===== src/rtl/cswait_pkg.sv =====
package cswait_pkg;
    localparam int NUM_AREAS = 10;
    localparam int NUM_REGS  = NUM_AREAS / 2;
    localparam int FLAG_REG  = NUM_REGS;

    typedef logic [2:0] wcode_t;
    localparam wcode_t CODE_HS    = 3'b111;
    localparam wcode_t CODE_RST   = 3'b110;
    localparam wcode_t MIN_WAIT_B = 3'd2;

    typedef struct packed {
        logic   mode_b;
        wcode_t code;
    } area_cfg_t;

    typedef enum logic [2:0] {
        S_IDLE,
        S_ADDR,
        S_WAIT,
        S_DONE,
        S_FAIL
    } bus_state_t;
endpackage


===== src/rtl/cswait_regs.sv =====
module cswait_regs
    import cswait_pkg::*;
#(
    parameter int REG_AW = 3
) (
    input  logic              clk,
    input  logic              rst_n,
    input  logic              we,
    input  logic [REG_AW-1:0] addr,
    input  logic [7:0]        wdata,
    output logic [7:0]        rdata,
    input  logic              err_set,
    output area_cfg_t         cfg [NUM_AREAS],
    output logic              cfg_err
);
    logic [NUM_AREAS-1:0] mode_w;
    logic                 flag_clr;

    assign flag_clr = we && (addr == REG_AW'(FLAG_REG)) && wdata[0];

    for (genvar a = 0; a < NUM_AREAS; a++) begin : g_area
        localparam int RIDX = a / 2;
        localparam int LSB  = (a % 2) * 4;
        wcode_t code_q;

        always_ff @(posedge clk or negedge rst_n) begin
            if (!rst_n)
                code_q <= CODE_RST;
            else if (we && addr == REG_AW'(RIDX))
                code_q <= wdata[LSB +: 3];
        end

        if (a == 0) begin : g_lock_a
            assign mode_w[a] = 1'b0;
        end else if (a == NUM_AREAS - 1) begin : g_lock_b
            assign mode_w[a] = 1'b1;
        end else begin : g_free
            logic mode_q;
            always_ff @(posedge clk or negedge rst_n) begin
                if (!rst_n)
                    mode_q <= 1'b0;
                else if (we && addr == REG_AW'(RIDX))
                    mode_q <= wdata[LSB + 3];
            end
            assign mode_w[a] = mode_q;
        end

        assign cfg[a] = {mode_w[a], code_q};
    end

    always_ff @(posedge clk or negedge rst_n) begin
        if (!rst_n)
            cfg_err <= 1'b0;
        else if (err_set)
            cfg_err <= 1'b1;
        else if (flag_clr)
            cfg_err <= 1'b0;
    end

    always_comb begin
        rdata = '0;
        for (int r = 0; r < NUM_REGS; r++) begin
            if (addr == REG_AW'(r))
                rdata = {cfg[2*r+1], cfg[2*r]};
        end
        if (addr == REG_AW'(FLAG_REG))
            rdata = {7'b0, cfg_err};
    end

    AST_FLAG_STICKY: assert property (@(posedge clk) disable iff (!rst_n)
        (cfg_err && !flag_clr) |=> cfg_err);
endmodule


===== src/rtl/cswait_resolve.sv =====
module cswait_resolve
    import cswait_pkg::*;
(
    input  area_cfg_t cfg,
    output logic      mode_b,
    output logic      hs,
    output wcode_t    nwait,
    output logic      clamp
);
    assign mode_b = cfg.mode_b;
    assign hs     = (cfg.code == CODE_HS);
    assign clamp  = cfg.mode_b && (cfg.code < MIN_WAIT_B);
    assign nwait  = clamp ? MIN_WAIT_B : cfg.code;
endmodule


===== src/rtl/cswait_seq.sv =====
module cswait_seq
    import cswait_pkg::*;
#(
    parameter int TIMEOUT = 256,
    parameter int AREA_W  = 4
) (
    input  logic                 clk,
    input  logic                 rst_n,
    input  logic                 req,
    input  logic [AREA_W-1:0]    req_area,
    input  logic                 sel_ok,
    input  logic                 mode_b,
    input  logic                 hs,
    input  wcode_t               nwait,
    input  logic                 clamp,
    input  logic                 ready,
    output logic [NUM_AREAS-1:0] cs,
    output logic                 addr_stb,
    output logic                 bus_mode,
    output logic                 busy,
    output logic                 done,
    output logic                 err,
    output logic                 clamp_evt
);
    localparam int CNT_W = (TIMEOUT > 8) ? $clog2(TIMEOUT) : 3;

    bus_state_t        state_q, state_d;
    logic [AREA_W-1:0] area_q;
    logic              mode_q, hs_q;
    wcode_t            nwait_q;
    logic [CNT_W-1:0]  cnt_q;
    logic              accept;

    assign accept    = (state_q == S_IDLE) && req && sel_ok;
    assign clamp_evt = accept && clamp;

    always_comb begin
        state_d = state_q;
        unique case (state_q)
            S_IDLE: if (accept) state_d = S_ADDR;
            S_ADDR: state_d = (hs_q || nwait_q != '0) ? S_WAIT : S_DONE;
            S_WAIT: begin
                if (hs_q) begin
                    if (ready)
                        state_d = S_DONE;
                    else if (cnt_q == CNT_W'(TIMEOUT - 1))
                        state_d = S_FAIL;
                end else if (cnt_q == CNT_W'(nwait_q - 3'd1)) begin
                    state_d = S_DONE;
                end
            end
            S_DONE: state_d = S_IDLE;
            S_FAIL: state_d = S_IDLE;
            default: state_d = S_IDLE;
        endcase
    end

    always_ff @(posedge clk or negedge rst_n) begin
        if (!rst_n) begin
            state_q <= S_IDLE;
            area_q  <= '0;
            mode_q  <= 1'b0;
            hs_q    <= 1'b0;
            nwait_q <= '0;
            cnt_q   <= '0;
        end else begin
            state_q <= state_d;
            if (accept) begin
                area_q  <= req_area;
                mode_q  <= mode_b;
                hs_q    <= hs;
                nwait_q <= nwait;
            end
            if (state_q == S_ADDR)
                cnt_q <= '0;
            else if (state_q == S_WAIT)
                cnt_q <= cnt_q + 1'b1;
        end
    end

    always_comb begin
        busy     = (state_q != S_IDLE);
        addr_stb = (state_q == S_ADDR);
        done     = (state_q == S_DONE);
        err      = (state_q == S_FAIL);
        bus_mode = busy && mode_q;
    end

    for (genvar a = 0; a < NUM_AREAS; a++) begin : g_cs
        assign cs[a] = busy && (area_q == AREA_W'(a));
    end

    AST_CS_ONEHOT: assert property (@(posedge clk) disable iff (!rst_n)
        $onehot0(cs));
    AST_CS_HELD: assert property (@(posedge clk) disable iff (!rst_n)
        (busy && $past(busy)) |-> $stable(cs));
    AST_CS_ONLY_BUSY: assert property (@(posedge clk) disable iff (!rst_n)
        !busy |-> (cs == '0));
    AST_DONE_PULSE: assert property (@(posedge clk) disable iff (!rst_n)
        done |=> !done);
    AST_ERR_PULSE: assert property (@(posedge clk) disable iff (!rst_n)
        err |=> !err);
    AST_DONE_ERR_EXCL: assert property (@(posedge clk) disable iff (!rst_n)
        !(done && err));
    AST_MODEB_STRETCH: assert property (@(posedge clk) disable iff (!rst_n)
        (addr_stb && bus_mode) |=> (state_q == S_WAIT));
    AST_ERR_HS_ONLY: assert property (@(posedge clk) disable iff (!rst_n)
        err |-> hs_q);
    AST_AREA0_MODE_A: assert property (@(posedge clk) disable iff (!rst_n)
        cs[0] |-> !bus_mode);
    AST_AREA9_MODE_B: assert property (@(posedge clk) disable iff (!rst_n)
        cs[NUM_AREAS-1] |-> bus_mode);
    AST_BUSY_NO_ACCEPT: assert property (@(posedge clk) disable iff (!rst_n)
        (busy && !done && !err) |=> $stable(area_q));
endmodule


===== src/rtl/cs_wait_ctrl.sv =====
module cs_wait_ctrl
    import cswait_pkg::*;
#(
    parameter int TIMEOUT = 256,
    parameter int REG_AW  = 3,
    parameter int AREA_W  = 4
) (
    input  logic                 clk,
    input  logic                 rst_n,
    input  logic                 reg_we,
    input  logic [REG_AW-1:0]    reg_addr,
    input  logic [7:0]           reg_wdata,
    output logic [7:0]           reg_rdata,
    output logic                 cfg_err,
    input  logic                 req,
    input  logic [AREA_W-1:0]    req_area,
    input  logic                 ready,
    output logic [NUM_AREAS-1:0] cs,
    output logic                 addr_stb,
    output logic                 bus_mode,
    output logic                 busy,
    output logic                 done,
    output logic                 err
);
    area_cfg_t cfg [NUM_AREAS];
    area_cfg_t cfg_sel;
    logic      sel_ok, mode_b, hs, clamp, clamp_evt;
    wcode_t    nwait;

    assign sel_ok = (req_area < AREA_W'(NUM_AREAS));

    always_comb begin
        cfg_sel = cfg[0];
        for (int a = 0; a < NUM_AREAS; a++) begin
            if (req_area == AREA_W'(a))
                cfg_sel = cfg[a];
        end
    end

    cswait_regs #(.REG_AW(REG_AW)) i_regs (
        .clk     (clk),
        .rst_n   (rst_n),
        .we      (reg_we),
        .addr    (reg_addr),
        .wdata   (reg_wdata),
        .rdata   (reg_rdata),
        .err_set (clamp_evt),
        .cfg     (cfg),
        .cfg_err (cfg_err)
    );

    cswait_resolve i_resolve (
        .cfg    (cfg_sel),
        .mode_b (mode_b),
        .hs     (hs),
        .nwait  (nwait),
        .clamp  (clamp)
    );

    cswait_seq #(.TIMEOUT(TIMEOUT), .AREA_W(AREA_W)) i_seq (
        .clk       (clk),
        .rst_n     (rst_n),
        .req       (req),
        .req_area  (req_area),
        .sel_ok    (sel_ok),
        .mode_b    (mode_b),
        .hs        (hs),
        .nwait     (nwait),
        .clamp     (clamp),
        .ready     (ready),
        .cs        (cs),
        .addr_stb  (addr_stb),
        .bus_mode  (bus_mode),
        .busy      (busy),
        .done      (done),
        .err       (err),
        .clamp_evt (clamp_evt)
    );
endmodule


===== config.mk =====
export PLATFORM = sky130hd
export DESIGN_NAME = cs_wait_ctrl
export DESIGN_NICKNAME = d
export VERILOG_FILES = /design/src/rtl/cswait_pkg.sv /design/src/rtl/cswait_regs.sv /design/src/rtl/cswait_resolve.sv /design/src/rtl/cswait_seq.sv /design/src/rtl/cs_wait_ctrl.sv
export SDC_FILE = /design/constraint.sdc
export NUM_CORES = 1
export LEC_CHECK = 0
export BUFFER_PORTS_ARGS = -buffer_cell sky130_fd_sc_hd__buf_2
export CAP_MARGIN = 0
export CORE_UTILIZATION = 23
export DETAILED_ROUTE_END_ITERATION = 12
export HOLD_SLACK_MARGIN = 0.02
export MAX_ROUTING_LAYER = met4
export SYNTH_ARGS = -nofsm -noshare
export SYNTH_HDL_FRONTEND = slang
export SYNTH_SLANG_ARGS = --single-unit

===== constraint.sdc =====
create_clock -name clk -period 2 [get_ports clk]
set_input_delay 0.2 -clock clk [delete_from_list [all_inputs] [get_ports clk]]
set_output_delay 0.2 -clock clk [all_outputs]
set_load 0.05 [all_outputs]

# Yosys cells after proc, flatten, opt, wreduce, memory -nomap -nowiden
# Index checks and enable logic that the tools add are counted.
# word_totals
regBits,59
input_bits,20
out_inout_bits,24
word_cells,120
# classes
add_sub_neg,2
order_cmp,2
eq_ne,33
muxes,27
reduce_logical,31
# ops
operator,count
$mux W8,8
$mux W4,9
$eq A4 B3 Y1 const B,8
$logic_and A1 B1 Y1,22
$mux W3,6
$eq A4 B2 Y1 const B,4
$eq A4 B4 Y1 const B,4
$eq A3 B2 Y1 const B,4
$eq A3 B3 Y1 const B,4
$pmux W3 S3,1
$add A8 B1 Y8 const B,1
$eq A4 B1 Y1 const B,2
$eq A8 B8 Y1,1
$eq A8 B8 Y1 const B,1
$eq A3 B1 Y1 const B,2
$logic_not A3 Y1,2
$reduce_bool A3 Y1,2
$logic_not A4 Y1,1
$lt A4 B4 Y1 const B,1
$ne A4 B4 Y1 const B,1
$reduce_bool A2 Y1,2
$sub A3 B1 Y4 const B,1
$lt A3 B2 Y1 const B,1
$mux W1,3
4 further kinds,4

# Logic depth before layout (Yosys ltp)
# depth
depth_word,14
depth_mapped,9

# Modules after synthesis
# Synthesis repeated with hierarchy kept, for this count alone.
# unflattened
hier_cells,366
area_unflattened_um2,3767.4
# by_module_without_submodules
module,n_inst,cells_each,area_per_inst_um2,seq_area_each_um2
cswait_regs,1,146,1975.6,1001.0
cswait_seq,1,118,1141.1,500.5
cs_wait_ctrl,1,95,600.6,0.0
cswait_resolve,1,7,50.0,0.0

# Worst setup path after synthesis
# Ideal clock, no wire load.
# synth_path
path_type,flip-flop to output port
start,register i_seq.state_q[1]
end,output port cs[6]
arrival_time_ps,2229
t_required_ps,1800
slack_ps,-429
stages_incl_launch_ff,5
n_path_buf,0
cell_sequence,dfrtp_1 nor3_1 inv_1 nand3b_1 nor3b_1
# synth_via
elab_chain_len,2
# synth_rtl
element,line_no,source
from (decl),cswait_seq.sv:27,"bus_state_t state_q, state_d;"
from (signal assigned),cswait_seq.sv:67,state_q <= state_d;
$reduce_bool A3 Y1,cswait_seq.sv:82,busy = (state_q != S_IDLE);
via busy,cs_wait_ctrl.sv:21,"output logic busy,"
$logic_and A1 B1 Y1,cswait_seq.sv:90,assign cs[a] = busy && (area_q == AREA_W'(a));
to (decl),cs_wait_ctrl.sv:18,"output logic [NUM_AREAS-1:0] cs,"
# The timed path passes the listed nets, and every way through them passes these cells.

# Worst setup path after layout
# layout_path
start,register i_regs.g_area[2].code_q[1]
end,register i_seq.nwait_q[1]
# layout_via
elab_chain_len,11
# layout_rtl
element,line_no,source
from (decl),cswait_regs.sv:24,wcode_t code_q;
from (signal assigned),cswait_regs.sv:30,code_q <= wdata[LSB +: 3];
$mux W4 * (8 in series),cs_wait_ctrl.sv:35,if (req_area == AREA_W'(a))
$lt A3 B2 Y1,cswait_resolve.sv:12,assign clamp = cfg.mode_b && (cfg.code < MIN_WAIT_B);
$logic_and A1 B1 Y1,cswait_resolve.sv:12,
$mux W3 *,cswait_resolve.sv:13,assign nwait = clamp ? MIN_WAIT_B : cfg.code;
to (signal assigned),cswait_seq.sv:72,nwait_q <= nwait;
to (decl),cswait_seq.sv:30,wcode_t nwait_q;
# Every way passes the cells marked *; elsewhere a longest branch is shown, timed or not.
# A chain may end at the register's enable or synchronous reset.

==> metrics <==
Final Non-Filler Cells=approximately 600; Synth Instances=between 300 and 400; DR DRC count=2; Post-synth EDFFs=0; predominant post-synthesis flop cell=dfrtp_1; RR Endpoint=i_seq.nwait_q[1]$_DFFE_PN0P_; Setup CP Type=reg -> reg; fmax=0.526 GHz; post-synthesis sequential area ratio=0.431; vias=approximately 2900; vias in the first global route=approximately 3000; Worst Setup End Kind=register; synth warn=0; die area=15700 µm²; post-synthesis register bit count=59; number of max-cap violations=0; area delta synth->final=24.7%; post-route ant nets=0; Cell Area, Synth=roughly 3500 µm²; slowest cell delay on critical path=~0.53 ns; final worst path period need=1.90 ns; Post-Place Cells=585; clock buffer depth=2; startpoint type of the worst setup path=register; die height=125 µm; power per cell area=1220 nW/µm²; Root Driver=clkbuf_16; Antenna Cells=0; GRT Total Usage=0.133; Ports=44; outcome=finished, violations left; first-pass GRT wire length=15800 µm; num rows=between 40 and 50; end point of the critical path=i_seq.nwait_q[1]$_DFFE_PN0P_; GP Congestion=0.931; Mean Syn Cell Area=9.82 µm²; Num CTS Buffers=9; detailed-route wire length=roughly 9400 µm; register-to-register setup slack=just under 0.1 ns; Core ar.=~15000 µm²; clk_skew=0.00727 ns; fin crit share=0.951; 1st-pass router iterations=10; largest net degree at the start of global routing=60; LEAKAGE=1.82 nW; global route overflow=0; CP startpoint=i_regs.g_area[2].code_q[1]$_DFFE_PN1P_; Min-Delay Path Class=in -> async; wire per inst=15.6 µm; vias per cell=4.82; final-stage net count=436; initial antenna violation count=0; fraction of registers with async set/reset=1.00; worst-path cell with the longest stage delay=dfstp_2; CTS clock-pin slew for the worst setup and hold paths=0.05 ns; port bufs=43; slew of the pin with the lowest slew margin=0.761 ns; Reg-to-Reg Start=i_regs.g_area[2].code_q[1]$_DFFE_PN1P_; max-slew violation count=0; syn_nets=378; ratio of cells with drive above 1 in the final layout=0.371; Crit path arrival time=roughly 2.2 ns; Setup TNS=0 ns; detailed router's first-iteration violation count=258; CTS H-tree lvls=3; Initial Utilization=0.238; Netlist cell types=60; Clock Latency Late Sink=0.33 ns; Hold Fails Final Rpt=0; reg2reg path depth=7; Max FO, Critical Path=3; RSZ-0062 raised after global routing=false; Final HPWL DP=around 7100 µm; CTS Sinks=between 50 and 60; Rel. slew slack=0.493; die width=125 µm; final setup vio count=0; Max IR drop VDD=431 µV; failing checks=DRC; CTS tree=yes; required time of the critical path=2.24 ns; Critical Path, Cell by Cell=or4bb_1 > a31oi_1 > o31ai_1 > a21oi_2 > buf_4 > nor2_1 > a22oi_1
## layout make-up
type	instances	area (µm²)
inverters	10	37.5
fillers	1562	10300
clock buffers	14	254
multi-input cells	267	1890
repair buffers	66	402
clock inverters	2	35.0
well taps	184	230
flip-flops and latches	59	1500
## logic make-up after synthesis
group                      count (synthesis)  synth area share
and+or+nand+nor                          130             0.191
AOI/OAI and AO/OA                         78             0.146
DFF                                       59             0.431
muxes                                     52             0.175
buffers and inverters                     29            0.0370
xor gates and xnor gates                   4            0.0100
adders and majority gates                  3            0.0108
## how the worst min path moves through the flow
stage,cells past startpoint,end
finish,2,i_seq.cnt_q[2]$_DFFE_PN0P_
global route,2,i_seq.cnt_q[4]$_DFFE_PN0P_
CTS,2,i_seq.cnt_q[4]$_DFFE_PN0P_
detailed placement,2,i_seq.cnt_q[4]$_DFFE_PN0P_
global placement,2,i_seq.cnt_q[4]$_DFFE_PN0P_
floorplan,0,i_regs.cfg_err$_DFFE_PN0P_
## routing by layer
layer / wire [µm] / up-vias / track usage / share of wire
li1: - / 1416 / - / -
met1: 4340 / 1388 / 0.163 / 0.46
met2: 4280 / 81 / 0.200 / 0.46
met3: 511 / 17 / 0.0385 / 0.054
met4: 267 / 0 / 0.0603 / 0.028
met5: 0 / - / - / 0
## through the flow
step           utilization  hold slack (ns)  total power [mW]  instance area, µm²  setup slack, ns
2_1_floorplan            -          -0.0956              3.26                3510           -0.122
3_3_place_gp         0.275            0.397              3.72                4030            0.108
3_5_place_dp         0.275            0.406              3.79                4030           0.0914
4_1_cts              0.295           0.0584              5.34                4330          0.00268
5_1_grt              0.297            0.105              5.65                4350           0.0342
6_report             0.297           0.0268              5.30                4350           0.0981
## synthesized netlist by cell type, types with 2 or more instances
cell type  instances  share of area
nand2_1           37          0.040
dfstp_2           20           0.15
nand3b_1           2         0.0043
nor2_1            30          0.032
mux4_2             2          0.013
nand4_1            4         0.0072
nor3b_1            5          0.011
o31a_1             2         0.0050
nand3_1           10          0.014
o221ai_1           3         0.0075
mux2i_1           10          0.029
xnor2_1            4          0.010
a211oi_1           2         0.0043
o22ai_1            9          0.016
a31oi_1            6          0.011
dfrtp_1           39           0.28
a22o_1             3         0.0075
ha_1               3          0.011
a21oi_1           10          0.014
and3_1             4         0.0072
a21o_1             2         0.0043
buf_2              7          0.010
inv_1              9         0.0097
or3_1              3         0.0054
nor3_2             3         0.0086
mux2_2            39           0.13
o21ai_0           20          0.029
nor2b_1            9          0.016
o31ai_1            3         0.0065
buf_1              2         0.0022
nand2b_1           4         0.0072
a22oi_1            6          0.013
nor3_1             9          0.013
clkbuf_1           8         0.0086
## report_power, final
group / switching (mW) / internal (mW)
logic: 1.14 / 0.736
registers: 0.346 / 1.58
clock network: 0.506 / 0.996
## critical path: cells and delay by family (launching register included)
family	cells	cell delay, ns
flops	1	0.53
simple gates	2	0.51
compound gates	4	0.62
buf+inv	1	0.15
## state kept, by name, indices dropped and copies added (netlist names)
register	flops
i_seq.hs_q	1
i_seq.mode_q	1
i_regs.g_area.code_q	30
i_regs.cfg_err	1
i_regs.g_area.g_free.mode_q	8
i_seq.area_q	4
i_seq.state_q	3
i_seq.nwait_q	3
i_seq.cnt_q	8
## cell usage in the layout, fill, tap and decap left out, types with 3 or more instances in the layout
| cell type | n |
|---|---|
| mux2_2 | 39 |
| buf_2 | 39 |
| nand2_1 | 37 |
| dfrtp_1 | 37 |
| nor2_1 | 30 |
| buf_4 | 25 |
| o21ai_0 | 20 |
| dfstp_2 | 20 |
| mux2i_1 | 10 |
| a21oi_1 | 10 |
| nand3_1 | 10 |
| inv_1 | 9 |
| nor2b_1 | 9 |
| o22ai_1 | 9 |
| clkbuf_16 | 9 |
| nor3_1 | 7 |
| a22oi_1 | 6 |
| a31oi_1 | 6 |
| nor3_2 | 5 |
| and3_1 | 4 |
| nand2b_1 | 4 |
| nand4_1 | 4 |
| xnor2_1 | 4 |
| clkbuf_1 | 4 |
| nor3b_1 | 3 |
| a22o_1 | 3 |
| nor3b_2 | 3 |
| o221ai_1 | 3 |
| ha_1 | 3 |
## what timing repair did
item                       4_1_cts  5_1_grt
hold buffers                     0        0
buffers inserted                 0        1
cloned                           0        0
pin swaps                        0        1
resized for setup                2        7
setup endpoints to repair        2        5
hold endpoints to repair         0        0
(Power assumes the default switching activity.)
